<file path="config.mk">
export PLATFORM = sky130hd
export DESIGN_NAME = drift_mon
export DESIGN_NICKNAME = d
export VERILOG_FILES = /design/src/rtl/drift_mon_pkg.sv /design/src/rtl/drift_mon_inst.sv /design/src/rtl/drift_mon_filt.sv /design/src/rtl/drift_mon_judge.sv /design/src/rtl/drift_mon.sv
export SDC_FILE = /design/constraint.sdc
export NUM_CORES = 1
export LEC_CHECK = 0
export CORE_ASPECT_RATIO = 0.5
export CORE_MARGIN = 4
export CORE_UTILIZATION = 50
export DETAILED_ROUTE_END_ITERATION = 6
export GPL_ROUTABILITY_DRIVEN = 0
export PLACE_DENSITY = 0.71
export SYNTH_ARGS = -nofsm -noshare
export SYNTH_HDL_FRONTEND = slang
export SYNTH_SLANG_ARGS = --single-unit
</file>
<file path="constraint.sdc">
create_clock -name clk -period 17.9 [get_ports clk]
set_input_delay 3.58 -clock clk [delete_from_list [all_inputs] [get_ports clk]]
set_output_delay 3.58 -clock clk [all_outputs]
set_load 0.02 [all_outputs]
</file>
<file path="src/rtl/drift_mon_pkg.sv">
package drift_mon_pkg;

   // operating mode decoded from the enable inputs
   typedef enum logic [1:0] {
      MODE_OFF   = 2'd0,
      MODE_WATCH = 2'd1,
      MODE_AUTO  = 2'd2
   } mon_mode_e;

   function automatic mon_mode_e decode_mode(input logic mon, input logic aut, input logic ien);
      if (!mon)
         return MODE_OFF;
      else if (aut && !ien)
         return MODE_AUTO;
      else
         return MODE_WATCH;
   endfunction

endpackage

</file>
<file path="src/rtl/drift_mon_inst.sv">
module drift_mon_inst #(
   parameter int DW      = 4,
   parameter int FRAC    = 12,
   parameter int FLW     = 4,
   parameter int MAX_FLT = 12,
   parameter int AVG_W   = DW + FRAC + 1,
   parameter int SHW     = 4
) (
   input  logic [DW-1:0]           setup_i,
   input  logic [DW-1:0]           hold_i,
   input  logic [FLW-1:0]          flen_i,
   output logic signed [AVG_W-1:0] inst_o,
   output logic [SHW-1:0]          sh_o
);

   localparam int DIFF_W  = DW + 1;
   localparam int FLW_TOP = (2 ** FLW) - 1;

   logic signed [DIFF_W-1:0] diff;

   // half of (hold - setup), scaled to FRAC fractional bits
   always_comb begin
      diff   = $signed({1'b0, hold_i}) - $signed({1'b0, setup_i});
      inst_o = AVG_W'(diff) <<< (FRAC - 1);
   end

   // filter-length clamp only when the field can encode an illegal value
   generate
      if (FLW_TOP > MAX_FLT) begin : g_clamp
         assign sh_o = (flen_i > FLW'(MAX_FLT)) ? SHW'(MAX_FLT) : SHW'(flen_i);
      end else begin : g_pass
         assign sh_o = SHW'(flen_i);
      end
   endgenerate

endmodule

</file>
<file path="src/rtl/drift_mon_filt.sv">
module drift_mon_filt #(
   parameter int AVG_W = 17,
   parameter int SHW   = 4
) (
   input  logic                    clk,
   input  logic                    rst_n,
   input  logic                    upd_i,
   input  logic                    clr_i,
   input  logic signed [AVG_W-1:0] inst_i,
   input  logic [SHW-1:0]          sh_i,
   output logic signed [AVG_W-1:0] avg_nxt_o,
   output logic signed [AVG_W-1:0] avg_o
);

   localparam int DW_EXT = AVG_W + 1;

   logic signed [DW_EXT-1:0] delta;
   logic signed [DW_EXT-1:0] step;

   always_comb begin
      delta     = DW_EXT'(inst_i) - DW_EXT'(avg_o);
      step      = delta >>> sh_i;
      avg_nxt_o = avg_o + AVG_W'(step);
   end

   always_ff @(posedge clk) begin
      if (!rst_n)
         avg_o <= '0;
      else if (clr_i)
         avg_o <= '0;
      else if (upd_i)
         avg_o <= avg_nxt_o;
   end

   // without an update the average is held
   p_hold_r3: assert property (@(posedge clk) disable iff (!rst_n)
      (!upd_i && !clr_i) |=> $stable(avg_o));

   // an update moves the average toward the sample, never past it
   p_bounded_r3: assert property (@(posedge clk) disable iff (!rst_n)
      (upd_i && !clr_i) |=>
         ((avg_o >= $past(avg_o) && avg_o <= $past(inst_i)) ||
          (avg_o <= $past(avg_o) && avg_o >= $past(inst_i))));

   // a clear empties the average
   p_clear_r10: assert property (@(posedge clk) disable iff (!rst_n)
      clr_i |=> (avg_o == '0));

endmodule

</file>
<file path="src/rtl/drift_mon_judge.sv">
module drift_mon_judge #(
   parameter int DW            = 4,
   parameter int FRAC          = 12,
   parameter int TW            = 2,
   parameter int AVG_W         = DW + FRAC + 1,
   parameter bit ROUND_NEAREST = 1'b1
) (
   input  logic signed [AVG_W-1:0] avg_i,
   input  logic [TW-1:0]           thr_i,
   input  logic [DW-1:0]           sd_i,
   output logic                    over_o,
   output logic [DW-1:0]           sd_o
);

   localparam int EW = AVG_W + 2;
   localparam logic signed [EW-1:0] SD_MAX = EW'((2 ** DW) - 1);
   localparam logic signed [EW-1:0] HALF   = EW'(2 ** (FRAC - 1));

   logic signed [EW-1:0] avg_x;
   logic signed [EW-1:0] mag;
   logic signed [EW-1:0] lim;
   logic signed [EW-1:0] rnd;
   logic signed [EW-1:0] sum;

   always_comb begin
      avg_x  = EW'(avg_i);
      mag    = (avg_x < 0) ? -avg_x : avg_x;
      lim    = $signed(EW'(thr_i)) <<< FRAC;
      over_o = (mag > lim);
   end

   // whole-step conversion of the average
   generate
      if (ROUND_NEAREST) begin : g_round
         assign rnd = (avg_x + HALF) >>> FRAC;
      end else begin : g_floor
         assign rnd = avg_x >>> FRAC;
      end
   endgenerate

   // move and saturate the delay code
   always_comb begin
      sum = $signed(EW'({1'b0, sd_i})) + rnd;
      if (sum < 0)
         sd_o = '0;
      else if (sum > SD_MAX)
         sd_o = '1;
      else
         sd_o = sum[DW-1:0];
   end

endmodule

</file>
<file path="src/rtl/drift_mon.sv">
module drift_mon
   import drift_mon_pkg::*;
#(
   parameter int DW            = 4,
   parameter int FRAC          = 12,
   parameter int FLW           = 4,
   parameter int MAX_FLT       = 12,
   parameter int TW            = 2,
   parameter bit ROUND_NEAREST = 1'b1
) (
   input  logic                     clk,
   input  logic                     rst_n,
   input  logic                     mon_en,
   input  logic                     auto_en,
   input  logic                     irq_en,
   input  logic [FLW-1:0]           flt_len,
   input  logic [TW-1:0]            thresh,
   input  logic                     meas_valid,
   input  logic [DW-1:0]            setup_meas,
   input  logic [DW-1:0]            hold_meas,
   input  logic                     sd_load,
   input  logic [DW-1:0]            sd_load_val,
   input  logic                     irq_clr,
   output logic                     irq,
   output logic signed [DW+FRAC:0]  avg_q,
   output logic [DW-1:0]            sd_code
);

   localparam int AVG_W = DW + FRAC + 1;
   localparam int SHW   = $clog2(MAX_FLT + 1);

   // elaboration-time parameter checks
   generate
      if (FRAC < 1) begin : g_bad_frac
         $error("drift_mon: FRAC must be at least 1");
      end
      if (MAX_FLT > FRAC) begin : g_bad_flt
         $error("drift_mon: MAX_FLT must not exceed FRAC");
      end
      if (DW < 2) begin : g_bad_dw
         $error("drift_mon: DW must be at least 2");
      end
   endgenerate

   mon_mode_e                mode;
   logic signed [AVG_W-1:0]  inst_fx;
   logic [SHW-1:0]           shamt;
   logic signed [AVG_W-1:0]  avg_nxt;
   logic                     over;
   logic [DW-1:0]            sd_next;
   logic                     take;
   logic                     fire;
   logic                     do_fix;
   logic                     irq_set;
   logic                     avg_clr;

   always_comb begin
      mode    = decode_mode(mon_en, auto_en, irq_en);
      take    = meas_valid && (mode != MODE_OFF) && !sd_load;
      fire    = take && over;
      do_fix  = fire && (mode == MODE_AUTO);
      irq_set = fire && (mode == MODE_WATCH);
      avg_clr = (mode == MODE_OFF) || sd_load || do_fix;
   end

   drift_mon_inst #(
      .DW(DW), .FRAC(FRAC), .FLW(FLW), .MAX_FLT(MAX_FLT), .AVG_W(AVG_W), .SHW(SHW)
   ) u_inst (
      .setup_i (setup_meas),
      .hold_i  (hold_meas),
      .flen_i  (flt_len),
      .inst_o  (inst_fx),
      .sh_o    (shamt)
   );

   drift_mon_filt #(
      .AVG_W(AVG_W), .SHW(SHW)
   ) u_filt (
      .clk       (clk),
      .rst_n     (rst_n),
      .upd_i     (take),
      .clr_i     (avg_clr),
      .inst_i    (inst_fx),
      .sh_i      (shamt),
      .avg_nxt_o (avg_nxt),
      .avg_o     (avg_q)
   );

   drift_mon_judge #(
      .DW(DW), .FRAC(FRAC), .TW(TW), .AVG_W(AVG_W), .ROUND_NEAREST(ROUND_NEAREST)
   ) u_judge (
      .avg_i  (avg_nxt),
      .thr_i  (thresh),
      .sd_i   (sd_code),
      .over_o (over),
      .sd_o   (sd_next)
   );

   always_ff @(posedge clk) begin
      if (!rst_n)
         sd_code <= '0;
      else if (sd_load)
         sd_code <= sd_load_val;
      else if (do_fix)
         sd_code <= sd_next;
   end

   always_ff @(posedge clk) begin
      if (!rst_n)
         irq <= 1'b0;
      else if (irq_set)
         irq <= 1'b1;
      else if (irq_clr)
         irq <= 1'b0;
   end

   // the interrupt only falls on a clear request
   p_sticky_r7: assert property (@(posedge clk) disable iff (!rst_n)
      (irq && !irq_clr) |=> irq);

   // automatic mode never raises the interrupt
   p_auto_quiet_r8: assert property (@(posedge clk) disable iff (!rst_n)
      (mon_en && auto_en && !irq_en && !irq) |=> !irq);

   // a disabled monitor keeps a zero average
   p_off_zero_r5: assert property (@(posedge clk) disable iff (!rst_n)
      !mon_en |=> (avg_q == '0));

   // load writes the calibrated code
   p_load_r10: assert property (@(posedge clk) disable iff (!rst_n)
      sd_load |=> (sd_code == $past(sd_load_val)));

   // outside automatic mode the delay code only changes through a load
   p_sd_still_r9: assert property (@(posedge clk) disable iff (!rst_n)
      (!sd_load && !(mon_en && auto_en && !irq_en)) |=> $stable(sd_code));

endmodule

</file>
# [Word level (Yosys, flattened, before mapping)]
# Cells that the tools add are included.
[classes] n_shift=1 magnitude_cmp=5 n_addsub=6 n_eq_ne=2 muxes=10 n_reduce_logical=15 bitwise_logic=1
[ops] operator="4-bit 2-to-1 mux" n=5
[ops] operator="19-bit by 15-bit > comparator with 1-bit output" n=1
[ops] operator="19-bit 2-to-1 mux" n=1
[ops] operator="17-bit negator with 19-bit output" n=1
[ops] operator="17-bit by 13-bit adder with 18-bit output (second input constant)" n=1
[ops] operator="18-bit by 4-bit >>> shifter with 17-bit output" n=1
[ops] operator="16-bit by 17-bit subtractor with 18-bit output" n=1
[ops] operator="17-bit adder" n=1
[ops] operator="17-bit by 1-bit < comparator with 1-bit output (second input constant)" n=1
[ops] operator="5-bit by 6-bit adder with 7-bit output" n=1
[ops] operator="7-bit by 5-bit > comparator with 1-bit output (second input constant)" n=1
[ops] operator="7-bit by 1-bit < comparator with 1-bit output (second input constant)" n=1
[ops] operator="1-bit logical AND" n=6
[ops] operator="2-bit nonzero test" n=3
[ops] operator="4-bit by 4-bit subtractor with 5-bit output" n=1
[ops] operator="4-bit > comparator (second input constant)" n=1
[ops] operator="2-bit 2-to-1 mux" n=2
[ops] operator="2-bit by 1-bit equality test with 1-bit output (second input constant)" n=1
[ops] operator="2-bit equality test (second input constant)" n=1
[ops] operator="1-bit logical NOT" n=2
[ops] operator="2-bit logical NOT" n=1
[ops] operator="1-bit logical OR" n=2
[ops] operator="1-bit 2-to-1 mux" n=2
[ops] operator="2-bit OR reduction" n=1
[ops] operator="1-bit NOT" n=1
[totals] regBits=22 output_inout_bits=22 inputBits=26

# [Depth between registers and ports, before layout]
# Gate-level depths: netlist (run 1).
[logic_depth] word_depth=11 mapped_depth=40 mapped_depth_nobuf=39

# [Modules after synthesis]
# Synthesis (run 1) repeated with hierarchy kept, for this count alone.
[unflattened] hier_cells=568 hier_area_um2=4395.5
[by_module_without_submodules] module="drift_mon_filt" area_each_um2=3114.2 seq_area_each_um2=340.3 cells_each=399 instances=1
[by_module_without_submodules] module="drift_mon_judge" area_each_um2=738.2 seq_area_each_um2=0.0 cells_each=103 instances=1
[by_module_without_submodules] module="drift_mon" area_each_um2=289.0 seq_area_each_um2=100.1 cells_each=31 instances=1
[by_module_without_submodules] module="drift_mon_inst" area_each_um2=254.0 seq_area_each_um2=0.0 cells_each=35 instances=1

# [Least setup slack after synthesis (run 1)]
# No wires, ideal clock.
[synth_timing] path_type="input-to-reg" startpoint="input hold_meas[0]" endpoint="register sd_code[0]" cell_stages=36 path_buffers=0 setup_slack_ns=7.935 setup_ns=0.124 t_arrival_ns=9.842 cell_sequence="inv_1 ha_1 inv_1 fa_1 ha_1 nor4bb_4 nand4_2 a31oi_4 xnor2_1 nor2_1 a21oi_1 nand2_1 nand2_1 mux2i_1 nand2_1 o21ai_0 ha_1 inv_1 fa_1 nand2b_1 a21oi_2 o21ai_1 and2_1 xnor2_2 ha_1 xor2_1 inv_1 fa_1 nor2_1 a211oi_1 a211oi_1 mux2i_1 a32o_1 mux2i_1 a32oi_1 o311a_2"
[synth_via] elab_chain_cells=11 elab_cells_between_ends=19 cone_classes="add/sub: 6; order compare: 4; shift: 1; mux: 5; reduce/logical: 3"
[synth_lines] item="start, declared" line_no="drift_mon.sv:20" source="input logic [DW-1:0] hold_meas,"
[synth_lines] item="4-bit by 4-bit subtractor with 5-bit output *" line_no="drift_mon_inst.sv:23" source="diff = $signed({1'b0, hold_i}) - $signed({1'b0, setup_i});"
[synth_lines] item="16-bit by 17-bit subtractor with 18-bit output *" line_no="drift_mon_filt.sv:21" source="delta = DW_EXT'(inst_i) - DW_EXT'(avg_o);"
[synth_lines] item="18-bit by 4-bit >>> shifter with 17-bit output *" line_no="drift_mon_filt.sv:22" source="step = delta >>> sh_i;"
[synth_lines] item="17-bit adder *" line_no="drift_mon_filt.sv:23" source="avg_nxt_o = avg_o + AVG_W'(step);"
[synth_lines] item="net avg_nxt[12]" line_no="drift_mon.sv:48" source="logic signed [AVG_W-1:0] avg_nxt;"
[synth_lines] item="17-bit by 13-bit adder with 18-bit output" line_no="drift_mon_judge.sv:35" source="assign rnd = (avg_x + HALF) >>> FRAC;"
[synth_lines] item="5-bit by 6-bit adder with 7-bit output" line_no="drift_mon_judge.sv:43" source="sum = $signed(EW'({1'b0, sd_i})) + rnd;"
[synth_lines] item="7-bit by 5-bit > comparator with 1-bit output" line_no="drift_mon_judge.sv:46" source="else if (sum > SD_MAX)"
[synth_lines] item="4-bit 2-to-1 mux" line_no="drift_mon_judge.sv:46"
[synth_lines] item="4-bit 2-to-1 mux" line_no="drift_mon_judge.sv:44" source="if (sum < 0)"
[synth_lines] item="4-bit 2-to-1 mux" line_no="drift_mon.sv:104" source="else if (do_fix)"
[synth_lines] item="4-bit 2-to-1 mux" line_no="drift_mon.sv:102" source="else if (sd_load)"
[synth_lines] item="end signal, assigned" line_no="drift_mon.sv:103" source="sd_code <= sd_load_val;"
[synth_lines] item="end signal, assigned" line_no="drift_mon.sv:105" source="sd_code <= sd_next;"
[synth_lines] item="end, declared" line_no="drift_mon.sv:26" source="output logic [DW-1:0] sd_code"
# Mark *: on every way through the listed nets, which the timed path passes. The rest lies on a longest branch. The select of a mux whose other input is x is not followed.
# A chain may end at the register's enable or synchronous reset.

# [Final worst setup path (run 1)]
[layout_timing] startpoint="input hold_meas[0]" endpoint="register sd_code[3]"
# The elaborated chain is that of the path after synthesis.

==> run metrics, run 1 <==
final slew viol count=0; Period Utilization, post-route=0.630; met1 usage=0.340; leading area contributor after synthesis=ha_1; # hold bufs at CTS=0; Num CTS Buffers=3; Crit path arrival time=11430 ps; cell area power density=79.8 nW/um^2; M3 GR Usage=0.0337; Post-Place Cells=688; RSZ-0062 raised after global routing=false; global-route wire length before repair=18.0 mm; worst setup slack after layout=6620 ps; vias in the first global route=3625; WL/cell=15.8 um; Mapped Area=4180 um^2; dpl ws=6430 ps; worst r2r path cells=33; sequential area share after synthesis=0.105; required time of the critical path=18050 ps; max-cap violation count=0; syn_nets=619; Synth area leaders=ha_1, dfxtp_1, mux2i_1; achievable frequency=0.0886 GHz; Clock Sinks=22; Max Root-Sink Buffers=2; share of synthesized registers carrying an async set or reset=0; flop-to-flop setup slack=10560 ps; GRT busiest layer=met1; NumNets Final=646; Post-Route WL=10.9 mm; Setup Skew=1.88 ps; GRT Resource Usage Total=0.219; clk_lat worst skew=260 ps; Setup-failing EPs final=0; Post-synth EDFFs=0; area grow syn2layout=12.8%; n_diodes=0; H-tree Lvls=1; top-area cell type share of the netlist area=0.108; CP endpoint kind=flop; CTS tree=yes; total gr overflow=0; syn avg cell area=7.54 um^2; CTS resizes=0; Max VDD drop=0.0478 mV; FF+latch count, synth=22; Final min period=11280 ps; R2R Path Start=u_filt.avg_o[1]$_SDFFE_PP0P_; synth unique cells=92; worst hold endpoint=irq$_SDFFE_PN0P_; DRC Markers=0; Die ar.=9970 um^2; postcts setup bufs=0; Via Count=4145; status=completed; worst slew pin tran=990 ps; clock root cell=clkbuf_16; IO Pins=48; DP Wirelength=8.54 mm; Final Hold Vio Count=0; CP startpoint kind=primary input; initial antenna violation count=0; WHS Path Cells=2; Worst R2R End=sd_code[3]$_SDFFE_PN0P_; predominant post-synthesis flop cell=dfxtp_1; Initial Utilization=0.518; die height=72.6 um; most frequent cell after synthesis=nor2_1; Syn. warnings=0; die width=137 um; non-filler cells in the finished layout=692; Setup TNS Final=0 ps; grt met2 use=0.327; cells after synthesis=554; largest net degree at the start of global routing=29; core box area=8060 um^2; 1st-iter DRT viols=270; routed vias/inst=5.99; worst hold start=irq$_SDFFE_PN0P_; Crit Path Class=primary input to flop; leakage=0.00191 uW; Post-synth top cells=nor2_1, nand2_1, a21oi_1; CP max stage cell=clkdlybuf4s50_1; Slew headroom=0.333; Pwr Total=376 uW; Port Buffers=47; Reg clk slew, reported paths=60 ps; Initial DRT Pass Iterations=6; DRT antenna net count=0; largest fanout on the critical path=6; fraction of layout cells with a size suffix above 1=0.100; FP Rows=23; Critical Path Max Stage Delay=450 ps; worst min path class=flop to flop
-- worst max-delay path: cells and delay by family --
family | cells | cell delay (ps)
compound gates | 10 | 2010
fa+ha+maj | 7 | 2350
mux | 3 | 580
buf+inv | 5 | 710
simple gates | 9 | 1520
xor+xnor | 3 | 650
-- per-layer routing --
layer	routed length (um)	vias to the layer above
li1	-	2094
met1	5640	1919
met2	4450	126
met3	788	6
met4	43	0
met5	0	-
-- kinds of logic (layout without fill, tap and decap cells) --
kind of cell    count (synthesis)  after routing  share of synthesized area
mux                            33             33                     0.0839
flops                          22             22                      0.105
simple gates                  194            194                      0.242
buf+inv                        60             86                     0.0713
compound gates                174            174                      0.303
fa+ha+maj                      39             39                      0.122
xor+xnor                       32             32                     0.0725
-- power by group --
group	internal [uW]	switching (uW)	total, uW	leakage (uW)
combinational	109	157	266	0.00169
sequential	51.2	4.66	55.9	0.000179
clock	34.2	19.9	54.0	0.0000442
total	194	182	376	0.00191
-- how the worst max path moves through the flow --
stage                 start                       to  slack, ps  depth (start not counted)
3_3_place_gp   hold_meas[0]  sd_code[2]$_SDFFE_PN0P_       6600                         37
4_1_cts        hold_meas[0]  sd_code[3]$_SDFFE_PN0P_       6680                         37
3_5_place_dp   hold_meas[0]  sd_code[3]$_SDFFE_PN0P_       6430                         37
5_1_grt        hold_meas[0]  sd_code[0]$_SDFFE_PN0P_       5940                         37
2_1_floorplan  hold_meas[0]  sd_code[0]$_SDFFE_PN0P_       7930                         36
6_report       hold_meas[0]  sd_code[3]$_SDFFE_PN0P_       6620                         37
-- cells in the final DEF, fill, tap and decap left out, drive strengths merged, types with 3 or more instances in the layout --
cell,netlist,final
dfxtp,22,22
or2,3,3
nor3,12,12
fa,3,3
nand3b,4,4
nand2,55,55
o22ai,3,3
nand4,4,4
a41oi,4,4
xor2,19,19
inv,33,33
nand2b,5,5
a21oi,43,43
nor2,69,69
o221ai,5,5
o31ai,5,5
or3,4,4
a211oi,24,24
mux2,6,6
o21a,5,5
clkbuf,13,4
o21ai,37,37
and2,6,6
and3,4,4
a31oi,9,9
nor4,5,5
a21o,6,6
ha,36,36
mux2i,26,26
clkdlybuf4s50,0,47
xnor2,13,13
o311a,3,3
nand3,9,9
-- metrics by stage --
step                      area (um^2)  hold WS (ps)   util
after floorplan                  4180           551      -
after detailed placement         4630           487  0.574
after global routing             4710           531  0.585
after global placement           4630           478  0.574
final                            4710           490  0.585
after CTS                        4710           498  0.585
-- final cells by class --
cell class / count / area [um^2]
Clock buffer: 4 / 88.8
Fill cell: 790 / 3340
Inverter: 34 / 128
Multi-Input combinational cell: 472 / 3440
Sequential cell: 22 / 440
Tap cell: 112 / 140
Timing Repair Buffer: 48 / 478
-- flip-flops by register name, indices dropped and copies added (netlist names) --
signal,flops
sd_code,4
u_filt.avg_o,17
irq,1
(Power assumes the default switching activity.)
==> run 2, diff against run 1 <==
- PLACE_DENSITY: 0.71 -> 0.74
- clock period: 17.9 -> 9.65 ns (I/O delays scaled with it)
==> run 2 against run 1 <==
  * Setup slack worse by 6100 ps
  * Count of clock-buffer cells in the layout stayed put
  * Combinational power is 95% higher
  * Wire length is 3.4% higher
  * Critical endpoint is now sd_code[0]$_SDFFE_PN0P_
  * Final area is 2.7% higher
==> run metrics, run 2 (synthesis gave the netlist of run 1 again) <==
status=completed; Largest register FFs=17; clock root cell=clkbuf_16; worst r2r path cells=31; largest net degree at the start of global routing=29; die height=72.6 um; Via Count=4233; crit-path most repeated cell=inv_1; Pwr Total=725 uW; H-tree Lvls=1; R2R Path Start=u_filt.avg_o[1]$_SDFFE_PP0P_; filler instances=760; Worst R2R End=sd_code[0]$_SDFFE_PN0P_; Setup TNS Final=0 ps; routed vias/inst=6.04; max-cap violation count=0; fraction of layout cells with a size suffix above 1=0.134; CP max stage cell=clkdlybuf4s50_1; achievable frequency=0.109 GHz; WHS Path Cells=2; Crit path arrival time=9290 ps; largest fanout on the critical path=7; CP endpoint kind=flop; Num CTS Buffers=3; area occupied by multi-input gates=3500 um^2; DRC Markers=0; clk_lat worst skew=260 ps; DRT antenna net count=0; Crit Path Class=primary input to flop; initial antenna violation count=0; FP Rows=23; final slew viol count=0; NumNets Final=655; Setup-failing EPs final=0; Slew headroom=0.507; Biggest register=u_filt.avg_o; Setup Skew=2.60 ps; cell area power density=150 nW/um^2; CP startpoint kind=primary input; IO Pins=48; Period Utilization, post-route=0.948; Initial DRT Pass Iterations=5; Max Root-Sink Buffers=2; Post-Route WL=11.3 mm; Port Buffers=47; Reg clk slew, reported paths=70 ps; WL/cell=16.1 um; total gr overflow=0; Reg area=440 um^2; postcts setup bufs=0; worst hold start=irq$_SDFFE_PN0P_; 1st-iter DRT viols=398; Initial Utilization=0.518; core box area=8060 um^2; Die ar.=9970 um^2; Final min period=9140 ps; die width=137 um; leakage=0.00195 uW; area grow syn2layout=15.9%; Final Hold Vio Count=0; n_diodes=0; Max VDD drop=0.0960 mV; Final Cell Area=4840 um^2; CTS tree=yes; worst min path class=flop to flop; worst slew pin tran=739 ps; GRT Resource Usage Total=0.220; DP Wirelength=8.53 mm; required time of the critical path=9800 ps; # hold bufs at CTS=0; tightest hold margin=485 ps; RSZ-0062 raised after global routing=false; flop-to-flop setup slack=2660 ps; Critical Path Max Stage Delay=460 ps; Cell Area, Placed=4690 um^2; worst hold endpoint=irq$_SDFFE_PN0P_; commonest non-fill, non-tap cell in the layout=nor2_1; biggest regs=u_filt.avg_o (17), sd_code (4), irq (1); Clock Sinks=22; vias in the first global route=3690; commonest cells after routing, fill and taps aside=nor2_1, nand2_1, clkdlybuf4s50_1; global-route wire length before repair=18.2 mm
-- run 2: worst max-delay path: cells and delay by family --
kind | cells | cell delay [ps]
buf+inv | 6 | 870
xor+xnor | 1 | 270
fa+ha+maj | 7 | 2110
simple gates | 6 | 1170
compound gates | 12 | 2240
mux | 3 | 700
-- run 2: stage by stage --
stage | util | setup WS, ps | cells
after floorplan | - | 1330 | 554
after global placement | 0.582 | 158 | 697
after detailed placement | 0.582 | -49.1 | 697
after CTS | 0.593 | 215 | 701
after global routing | 0.601 | 35.7 | 701
final | 0.601 | 506 | 701
-- run 2: worst max path at each step --
stage	startpoint	to	slack, ps
floorplan	hold_meas[0]	sd_code[0]$_SDFFE_PN0P_	1330
global placement	setup_meas[0]	sd_code[3]$_SDFFE_PN0P_	160
detailed placement	setup_meas[0]	sd_code[0]$_SDFFE_PN0P_	-50
CTS	setup_meas[0]	sd_code[0]$_SDFFE_PN0P_	210
global route	setup_meas[0]	sd_code[3]$_SDFFE_PN0P_	40
finish	hold_meas[0]	sd_code[0]$_SDFFE_PN0P_	510
-- run 2: area by class of cell --
class,instances,area share
multi-input cells,472,0.723
repair buffers,57,0.113
flip-flops and latches,22,0.0909
well taps,112,0.0289
inverters,34,0.0263
clock buffers,4,0.0183
-- run 2: metal layers --
| layer | GRT usage | wire length (um) | vias up |
|---|---|---|---|
| met5 | 0 | 0 | - |
| met4 | 0.0221 | 51 | 0 |
| met3 | 0.0193 | 501 | 6 |
| met2 | 0.340 | 4800 | 115 |
| met1 | 0.343 | 5940 | 1997 |
| li1 | - | - | 2115 |
-- run 2: power breakdown --
| part | internal, uW | total (uW) | switching, uW |
|---|---|---|---|
| Sequential | 95.0 | 104 | 8.53 |
| Clock | 63.4 | 101 | 37.3 |
| Combinational | 217 | 520 | 304 |
| Total | 375 | 725 | 350 |
-- run 2: timing repair --
item                                    4_1_cts  5_1_grt
endpoints found under the hold margin         0        0
endpoints found under the setup margin        0       21
resized for setup                             0       14
==> run 3, diff against run 2 <==
- CTS_BUF_LIST: unset -> sky130_fd_sc_hd__clkbuf_4 sky130_fd_sc_hd__clkbuf_8
==> run 3 against run 2 <==
  * Final area decreased by 1.2%
  * Power shrank 4.6%
  * Clock skew increased by 1.9 ps
  * Via count down 0.21%
  * Hold slack better by 4.4 ps
  * Count of clock-buffer cells in the layout is the same
  * Critical endpoint unchanged
  * Highest routed layer unchanged
==> run metrics, run 3 (synthesis gave the netlist of run 1 again) <==
clk_lat worst skew=280 ps; non-filler cells in the finished layout=701; Period Utilization, post-route=0.943; Num CTS Buffers=3; postcts setup bufs=0; largest fanout on the critical path=7; Worst R2R End=sd_code[0]$_SDFFE_PN0P_; CP startpoint kind=primary input; die width=137 um; Setup-failing EPs final=0; Initial DRT Pass Iterations=6; commonest non-fill, non-tap cell in the layout=nor2_1; Initial Utilization=0.518; Slew headroom=0.512; Final Hold Vio Count=0; Biggest register=u_filt.avg_o; total gr overflow=0; n_diodes=0; global-route wire length before repair=18.1 mm; Post-Route WL=11.1 mm; Cell Area, Placed=4690 um^2; final slew viol count=0; R2R Path Start=u_filt.avg_o[1]$_SDFFE_PP0P_; largest net degree at the start of global routing=29; core box area=8060 um^2; CP max stage cell=clkdlybuf4s50_1; DRT antenna net count=0; routed vias/inst=6.03; delay-heaviest family, CP=compound AO/OA/AOI/OAI gates; Via Count=4224; worst hold start=irq$_SDFFE_PN0P_; flop-to-flop setup slack=2630 ps; WHS Path Cells=2; Largest register FFs=17; area grow syn2layout=14.6%; clock root cell=clkbuf_8; leakage=0.00194 uW; cell area power density=144 nW/um^2; worst slew pin tran=733 ps; die height=72.6 um; Setup Skew=4.49 ps; H-tree Lvls=1; Max VDD drop=0.0991 mV; Reg clk slew, reported paths=90 ps; commonest cells after routing, fill and taps aside=nor2_1, nand2_1, clkdlybuf4s50_1; Final min period=9100 ps; Die ar.=9970 um^2; WL/cell=15.9 um; vias in the first global route=3683; fraction of layout cells with a size suffix above 1=0.126; required time of the critical path=9820 ps; Port Buffers=47; FP Rows=23; CTS tree=yes; worst hold endpoint=irq$_SDFFE_PN0P_; CP endpoint kind=flop; max-cap violation count=0; IO Pins=48; GRT Resource Usage Total=0.219; DP Wirelength=8.53 mm; Clock Sinks=22; critical path buffer and inverter count=2; tightest hold margin=489 ps; 1st-iter DRT viols=349; initial antenna violation count=0; biggest regs=u_filt.avg_o (17), sd_code (4), irq (1); NumNets Final=655; Critical Path Max Stage Delay=470 ps; worst r2r path cells=31; Post-Place Cells=697; status=completed; Max Root-Sink Buffers=2; Crit path arrival time=9270 ps; Crit Path Class=primary input to flop; achievable frequency=0.110 GHz; worst min path class=flop to flop; DRC Markers=0; Final Cell Area=4790 um^2
==> run 3: repair_timing <==
action	4_1_cts	5_1_grt
resized for setup	0	8
endpoints found under the setup margin	0	21
hold buffers	0	0
==> run 3: worst reg2reg max path: cells and delay by family (launching register included) <==
kind / cells / cell delay, ps
adder cells (fa/ha/maj): 5 / 1410
multiplexers: 3 / 540
buffers and inverters: 4 / 430
XOR/XNOR: 2 / 450
AND/OR/NAND/NOR: 5 / 1100
flip-flops: 1 / 370
AO/OA/AOI/OAI: 12 / 2620
==> run 3: how the worst max path moves through the flow <==
stage                              endpoint  slack [ps]  cells past startpoint     startpoint
finish              sd_code[0]$_SDFFE_PN0P_         550                     35  setup_meas[0]
global route        sd_code[3]$_SDFFE_PN0P_          -2                     35   hold_meas[0]
CTS                 sd_code[0]$_SDFFE_PN0P_         240                     35  setup_meas[0]
detailed placement  sd_code[0]$_SDFFE_PN0P_         -50                     35  setup_meas[0]
global placement    sd_code[3]$_SDFFE_PN0P_         160                     35  setup_meas[0]
floorplan           sd_code[0]$_SDFFE_PN0P_        1330                     36   hold_meas[0]
==> run 3: routing by layer <==
layer / share of wire / routed length [um] / GRT usage
met4: 0.0047 / 52 / 0.0221
met2: 0.42 / 4670 / 0.336
met1: 0.53 / 5860 / 0.341
met5: 0 / 0 / 0
met3: 0.048 / 534 / 0.0234
==> run 3: power breakdown <==
part           total [uW]  switching (uW)  internal [uW]
sequential            104            8.55           95.0
combinational         515             300            215
clock                72.4            35.9           36.5
==> run 3: layout make-up <==
| class | count | area [um^2] |
|---|---|---|
| fill | 764 | 3270 |
| sequential | 22 | 440 |
| inverter | 34 | 128 |
| multi-input combinational | 472 | 3480 |
| clock buffer | 4 | 55.1 |
| timing repair buffer | 57 | 546 |
| tap | 112 | 140 |
==> run 3: per-stage QoR <==
step | setup WS [ps] | total power (uW) | utilization | setup TNS (ps)
final | 551 | 691 | 0.594 | 0
after global routing | -2.03 | 753 | 0.594 | -2.56
after CTS | 243 | 678 | 0.589 | 0
after detailed placement | -49.1 | 601 | 0.582 | -155
after global placement | 158 | 597 | 0.582 | 0
after floorplan | 1330 | 492 | - | 0
